--- config.mk ---
export PLATFORM = sky130hd
export DESIGN_NAME = maxrip_top
export DESIGN_NICKNAME = d
export VERILOG_FILES = /design/src/rtl/maxrip_pkg.sv /design/src/rtl/maxrip_cell.sv /design/src/rtl/maxrip_chain.sv /design/src/rtl/maxrip_outreg.sv /design/src/rtl/maxrip_top.sv
export SDC_FILE = /design/constraint.sdc
export NUM_CORES = 1
export LEC_CHECK = 0
export ABC_AREA = 1
export ABC_CLOCK_PERIOD_IN_PS = 5600
export CELL_PAD_IN_SITES_DETAIL_PLACEMENT = 0
export CELL_PAD_IN_SITES_GLOBAL_PLACEMENT = 1
export CORE_AREA = 2 2 86 88
export DETAILED_ROUTE_END_ITERATION = 10
export DIE_AREA = 0 0 88 90
export GPL_TIMING_DRIVEN = 1
export PLACE_DENSITY = 0.84
export SKIP_CTS_REPAIR_TIMING = 1
export SLEW_MARGIN = 0
export SYNTH_ARGS = -nofsm -noshare
export SYNTH_HDL_FRONTEND = slang
export SYNTH_HIERARCHICAL = 1
export SYNTH_SLANG_ARGS = --single-unit
--- constraint.sdc ---
create_clock -name clk -period 5.6 [get_ports clk]
set_input_delay 1.12 -clock clk [delete_from_list [all_inputs] [get_ports clk]]
set_output_delay 1.12 -clock clk [all_outputs]
set_load 0.02 [all_outputs]
--- src/rtl/maxrip_pkg.sv ---
package maxrip_pkg;

  // Scan state passed from one bit cell to the next lower one
  typedef struct packed {
    logic same;    // all higher bits matched
    logic a_wins;  // A holds the 1 at the first mismatch (valid when !same)
  } scan_t;

  localparam scan_t SCAN_START = '{same: 1'b1, a_wins: 1'b0};

endpackage

--- src/rtl/maxrip_cell.sv ---
module maxrip_cell
  import maxrip_pkg::*;
(
  input  logic  a_bit,
  input  logic  b_bit,
  input  scan_t scan_in,
  output logic  r_bit,
  output scan_t scan_out
);

  logic differ;

  always_comb begin
    differ            = a_bit ^ b_bit;
    scan_out.same     = scan_in.same & ~differ;
    scan_out.a_wins   = scan_in.same ? (a_bit & ~b_bit) : scan_in.a_wins;
    if (scan_in.same)
      r_bit = a_bit | b_bit;
    else
      r_bit = scan_in.a_wins ? a_bit : b_bit;
  end

endmodule

--- src/rtl/maxrip_chain.sv ---
module maxrip_chain
  import maxrip_pkg::*;
#(
  parameter int W = 16
) (
  input  logic [W-1:0] a,
  input  logic [W-1:0] b,
  output logic [W-1:0] mx,
  output logic         pick_a
);

  // scan[W] feeds the top cell, scan[0] leaves the bottom cell
  scan_t scan [W+1];

  assign scan[W] = SCAN_START;

  for (genvar i = W - 1; i >= 0; i--) begin : g_cell
    maxrip_cell u_cell (
      .a_bit   (a[i]),
      .b_bit   (b[i]),
      .scan_in (scan[i+1]),
      .r_bit   (mx[i]),
      .scan_out(scan[i])
    );
  end

  assign pick_a = scan[0].same | scan[0].a_wins;

endmodule

--- src/rtl/maxrip_outreg.sv ---
module maxrip_outreg #(
  parameter int W = 16
) (
  input  logic         clk,
  input  logic         rst,
  input  logic         d_valid,
  input  logic [W-1:0] d_max,
  input  logic         d_sel,
  output logic         q_valid,
  output logic [W-1:0] q_max,
  output logic         q_sel
);

  always_ff @(posedge clk) begin
    if (rst) begin
      q_valid <= 1'b0;
      q_max   <= '0;
      q_sel   <= 1'b0;
    end else begin
      q_valid <= d_valid;
      if (d_valid) begin
        q_max <= d_max;
        q_sel <= d_sel;
      end
    end
  end

endmodule

--- src/rtl/maxrip_top.sv ---
module maxrip_top #(
  parameter int W       = 16,
  parameter bit REG_OUT = 1'b1
) (
  input  logic         clk,
  input  logic         rst,
  input  logic         in_valid,
  input  logic [W-1:0] op_a,
  input  logic [W-1:0] op_b,
  output logic         out_valid,
  output logic [W-1:0] out_max,
  output logic         out_sel_a
);

  logic [W-1:0] c_max;
  logic         c_sel;

  maxrip_chain #(.W(W)) u_chain (
    .a     (op_a),
    .b     (op_b),
    .mx    (c_max),
    .pick_a(c_sel)
  );

  if (REG_OUT) begin : g_reg
    maxrip_outreg #(.W(W)) u_oreg (
      .clk    (clk),
      .rst    (rst),
      .d_valid(in_valid),
      .d_max  (c_max),
      .d_sel  (c_sel),
      .q_valid(out_valid),
      .q_max  (out_max),
      .q_sel  (out_sel_a)
    );


    max_bound_chk: assert property (@(posedge clk) disable iff (rst)
      out_valid |-> (out_max >= $past(op_a) && out_max >= $past(op_b)));

    sel_dir_chk: assert property (@(posedge clk) disable iff (rst)
      out_valid |-> (out_sel_a == ($past(op_a) >= $past(op_b))));

    whole_operand_chk: assert property (@(posedge clk) disable iff (rst)
      out_valid |-> (out_max == $past(op_a) || out_max == $past(op_b)));

    hold_idle_chk: assert property (@(posedge clk) disable iff (rst)
      !in_valid |=> ($stable(out_max) && $stable(out_sel_a)));

    reset_clear_chk: assert property (@(posedge clk)
      rst |=> (!out_valid && out_max == '0 && !out_sel_a));
  end else begin : g_comb
    assign out_valid = in_valid;
    assign out_max   = c_max;
    assign out_sel_a = c_sel;


    max_bound_chk: assert property (@(posedge clk) disable iff (rst)
      (out_max >= op_a && out_max >= op_b));

    whole_operand_chk: assert property (@(posedge clk) disable iff (rst)
      (out_max == op_a || out_max == op_b));

    sel_dir_chk: assert property (@(posedge clk) disable iff (rst)
      (out_sel_a == (op_a >= op_b)));
  end

endmodule

# Word level (Yosys, flattened, before mapping)

Cells that the tools add are included.

Flip-flop bits (word level): 18
Bits in latches: 0
Bits in writable memories: 0
Memory bits (read-only): 0
Input port bits: 35
Output and inout bits: 18
Word-level logic and storage cells: 144
Memories: 0

Add/subtract/negate cells: 0
Multiply operators: 0
Div/mod/pow operators: 0
Magnitude comparators: 0
Equal/unequal tests: 0
Shifts and indexed selects: 0
Mux-type cells: 45
Bitwise logic cells: 96
Reductions and logical operators: 0

Operator list:

| operator    | number |
|---|---|
| $mux 1      | 45 |
| $not 1->1   | 32 |
| $and 1x1->1 | 31 |
| $or 1x1->1  | 17 |
| $xor 1x1->1 | 16 |

# Logic depth before layout (Yosys ltp)

Depth after elaboration: 18
Depth in mapped cells: 40
Mapped depth without buffers: 40

# Modules after synthesis

The synthesis kept the hierarchy.

By module, submodules not included:

| module        | times used | cells an instance | area each (um2) |
|---|---|---|---|
| maxrip_cell   | 16         | 14                | 75.1 |
| maxrip_outreg | 1          | 111               | 748.2 |
| maxrip_chain  | 1          | 5                 | 18.8 |

# Worst setup path before layout

No wires, ideal clock.

Path kind: input-to-reg
From: in op_a[15]
To: reg g_reg.u_oreg.q_sel
Data arrival time: 5.471 ns
Path slack: 0.065 ns
Stages on the path: 39
Path buffers: 0
Path through: inv_1 > ha_1 > nor2_1 > nand2_1 > o21ai_0 > inv_1 > o21ai_0 > inv_1 > o21ai_0 > inv_1 > o21ai_0 > inv_1 > o21ai_0 > inv_1 > o21ai_0 > inv_1 > o21ai_0 > inv_1 > [3 not listed] > inv_1 > o21ai_0 > inv_1 > o21ai_0 > inv_1 > o21ai_0 > inv_1 > o21ai_0 > inv_1 > o21ai_0 > inv_1 > o21ai_0 > inv_1 > nand2_1 > inv_1 > nand2_1 > nand2_1 > nor2_1

RTL lines:

| item                   | line                | text |
|---|---|---|
| start: declaration     | maxrip_top.sv:8     | `input logic [W-1:0] op_a,` |
| end signal: assignment | maxrip_outreg.sv:23 | `q_sel <= d_sel;` |
| end: declaration       | maxrip_outreg.sv:11 | `output logic q_sel` |

==> impl_metrics.env <==
export IMPL_layout_drive_gt1_share_pct=20.5
export IMPL_syn_to_final_growth_pct=55.9
export IMPL_timing_rr_end="g_reg.u_oreg/q_max[11]"
export IMPL_nets=493
export IMPL_ys_seq_elements=18
export IMPL_rr_worst_depth=2
export IMPL_leakagePower_nw=1.62
export IMPL_combPwrFrac_pct=46.9
export IMPL_cts_sinks=18
export IMPL_die_area_um2=7920
export IMPL_die_w_um=88
export IMPL_synth_area_leaders="ha_1 20%, nand2_1 19%, dfxtp_1 18%"
export IMPL_initial_utilization_pct=28.0
export IMPL_whs_ns=0.472
export IMPL_ctsRootBufferMaster="clkbuf_8"
export IMPL_worst_path_max_delay_cell="clkdlybuf4s50_1"
export IMPL_path_class="primary input to flip-flop"
export IMPL_finalMaxSlewViolations=0
export IMPL_seq_area_frac_synth_pct=18.3
export IMPL_min_from="g_reg.u_oreg/q_max[15]"
export IMPL_antenna_found_initial=0
export IMPL_min_to="g_reg.u_oreg/q_max[15]"
export IMPL_track_usage_pct=10.6
export IMPL_die_y_um=90
export IMPL_synth_distinct_cells=13
export IMPL_synth_warnings=6
export IMPL_coreArea_um2=7020
export IMPL_synth_top_area_share_pct=20.3
export IMPL_vias=2075
export IMPL_antennaDiodeCount=0
export IMPL_grt_ovfl_total=0
export IMPL_min_path_cells=2
export IMPL_worstHoldPathType="flip-flop to flip-flop"
export IMPL_synth_avg_cell_area_um2=5.79
export IMPL_avgViaCountPerCell=3.96
export IMPL_synthCells=340
export IMPL_pin_count=53
export IMPL_grt_pass1_vias=1895
export IMPL_drc=0
export IMPL_critPathArrivalTime_ns=5.47
export IMPL_seqPwrFrac_pct=30.7
export IMPL_row_count=31
export IMPL_clock_power_share_pct=22.5
export IMPL_crit_fanout=3
export IMPL_cts_buffers=3
export IMPL_fin_worst_skew_ns=0
export IMPL_critPathMaxStageDelay_ns=0.40
export IMPL_hold_viol_final=0
export IMPL_startpoint_type="primary input"
export IMPL_max_freq_mhz=190
export IMPL_grt_max_degree=36
export IMPL_p_per_area_nw_per_um2=155
export IMPL_cts_tree="done"
export IMPL_internal_power_w=0.000315
export IMPL_r2r_setup_slack_ns=5.02
export IMPL_total_power_w=0.000476
export IMPL_finalCritPeriodShare_pct=94.1
export IMPL_gp_congestion=0.772
export IMPL_clk_latency_ns=0.25
export IMPL_switchingPower_w=0.000161
export IMPL_grt_pass1_wl_mm=7.15
export IMPL_status="finished, final reports clean"
export IMPL_port_buffers=52
export IMPL_finalSetupViolations=0
export IMPL_wl_per_cell_um=8.06
export IMPL_drt_pass1_iter_count=4
export IMPL_vdd_drop_max_uv=81.7
export IMPL_cp_data_required_time_ns=5.80
export IMPL_clkTransAtPathRegs_ns=0.07
export IMPL_placed_cell_area_um2=2750
export IMPL_synth_top_area_cell="ha_1"
export IMPL_hpwl_mm=3.23
export IMPL_end_kind="flip-flop"
export IMPL_ant_nets=0
export IMPL_drt_wl_total_mm=4.22
export IMPL_htree_levels=1
export IMPL_r2r_start="g_reg.u_oreg/q_max[11]"
export IMPL_cts_buffer_depth=2
export IMPL_netlist_area_um2=1970
export IMPL_cap_violations=0
export IMPL_power_switching_share_pct=33.8
export IMPL_stdcell_area_um2=3070
export IMPL_crit_top_cell="o21ai_2"
export IMPL_drtIter0Drc=33
export IMPL_fin_crit_ns=5.27
[metrics by stage]
step | instances | setup TNS [ns] | utilization, % | setup slack [ns]
2_1_floorplan | 343 | 0 | - | 0.0655
3_3_place_gp | 513 | -3.57 | 39.2 | -1.11
3_5_place_dp | 513 | -4.61 | 39.2 | -1.33
4_1_cts | 517 | -3.29 | 40.0 | -1.09
5_1_grt | 524 | -0.117 | 43.7 | -0.0631
6_report | 524 | 0 | 43.7 | 0.331
[kinds of logic after synthesis]
| logic type | count (synthesis) | synth area share [%] |
|---|---|---|
| fa+ha+maj | 32 | 20.3 |
| simple gates | 182 | 38.0 |
| buf+inv | 90 | 18.9 |
| flops | 18 | 18.3 |
| compound gates | 16 | 4.07 |
| other cells | 2 | 0.382 |
[final cells by class]
class                           count  area (um^2)
Inverter                           85          319
Fill cell                         744         3950
Multi-Input combinational cell    235         1450
Clock buffer                        4         55.1
Tap cell                           99          124
Sequential cell                    18          360
Timing Repair Buffer               83          758
[cell usage in the layout (no fill, tap or decap)]
| cell | instances |
|---|---|
| inv_2 | 16 |
| clkdlybuf4s50_1 | 50 |
| nor2_4 | 14 |
| o21ai_1 | 1 |
| nor2_1 | 34 |
| nand2_1 | 98 |
| inv_1 | 69 |
| ha_4 | 3 |
| dlymetal6s2s_1 | 2 |
| clkbuf_8 | 4 |
| ha_1 | 29 |
| buf_4 | 31 |
| dfxtp_1 | 18 |
| nand2_2 | 1 |
| nand3_1 | 16 |
| or2_1 | 16 |
| nor2_2 | 3 |
| conb_1 | 5 |
| o21ai_2 | 15 |
[how the worst max path moves through the flow]
stage | from | end | slack [ns] | cells past startpoint
after floorplan | op_a[15] | g_reg.u_oreg/q_sel | 0.07 | 39
after global placement | op_a[15] | g_reg.u_oreg/q_sel | -1.11 | 40
after detailed placement | op_a[15] | g_reg.u_oreg/q_sel | -1.33 | 40
after CTS | op_a[15] | g_reg.u_oreg/q_sel | -1.09 | 40
after global routing | op_b[14] | g_reg.u_oreg/q_sel | -0.06 | 39
final | op_b[14] | g_reg.u_oreg/q_max[0] | 0.33 | 40
[critical path: cells and delay by family]
family                     cells  cell delay [ns]
buffers and inverters         18             1.57
and+or+nand+nor                7             0.40
adders and majority gates      1             0.18
AOI/OAI and AO/OA             14             2.21
[power groups by stage]
stage          combinational (W)  sequential (W)  clock, W
5_1_grt                 0.000252        0.000148  0.000115
6_report                0.000223        0.000146  0.000107
4_1_cts                 0.000186        0.000147  0.000114
2_1_floorplan          0.0000922        0.000162         0
3_5_place_dp            0.000185        0.000149         0
3_3_place_gp            0.000182        0.000149         0
[cell usage after synthesis]
| cell type | count |
|---|---|
| nand2_1 | 99 |
| inv_1 | 84 |
| nor2_1 | 49 |
| ha_1 | 32 |
| dfxtp_1 | 18 |
| nand3_1 | 16 |
| o21ai_0 | 16 |
| or2_1 | 16 |
| buf_6 | 4 |
| conb_1 | 2 |
| nor2_2 | 2 |
| buf_4 | 1 |
| inv_2 | 1 |
[state kept, by name, summed over array words and instances, names as in the netlist]
signal	flops
g_reg.u_oreg/q_max	16
g_reg.u_oreg/q_sel	1
g_reg.u_oreg/q_valid	1
[layer usage]
metal	wire [um]	share of wire (%)	GRT usage, %
met3	100	2.4	0.826
met2	2250	53	20.4
met5	0	0	0
met1	1830	43	12.0
met4	44	1.0	3.08
No activity file was read; power rests on OpenSTA's default activity.
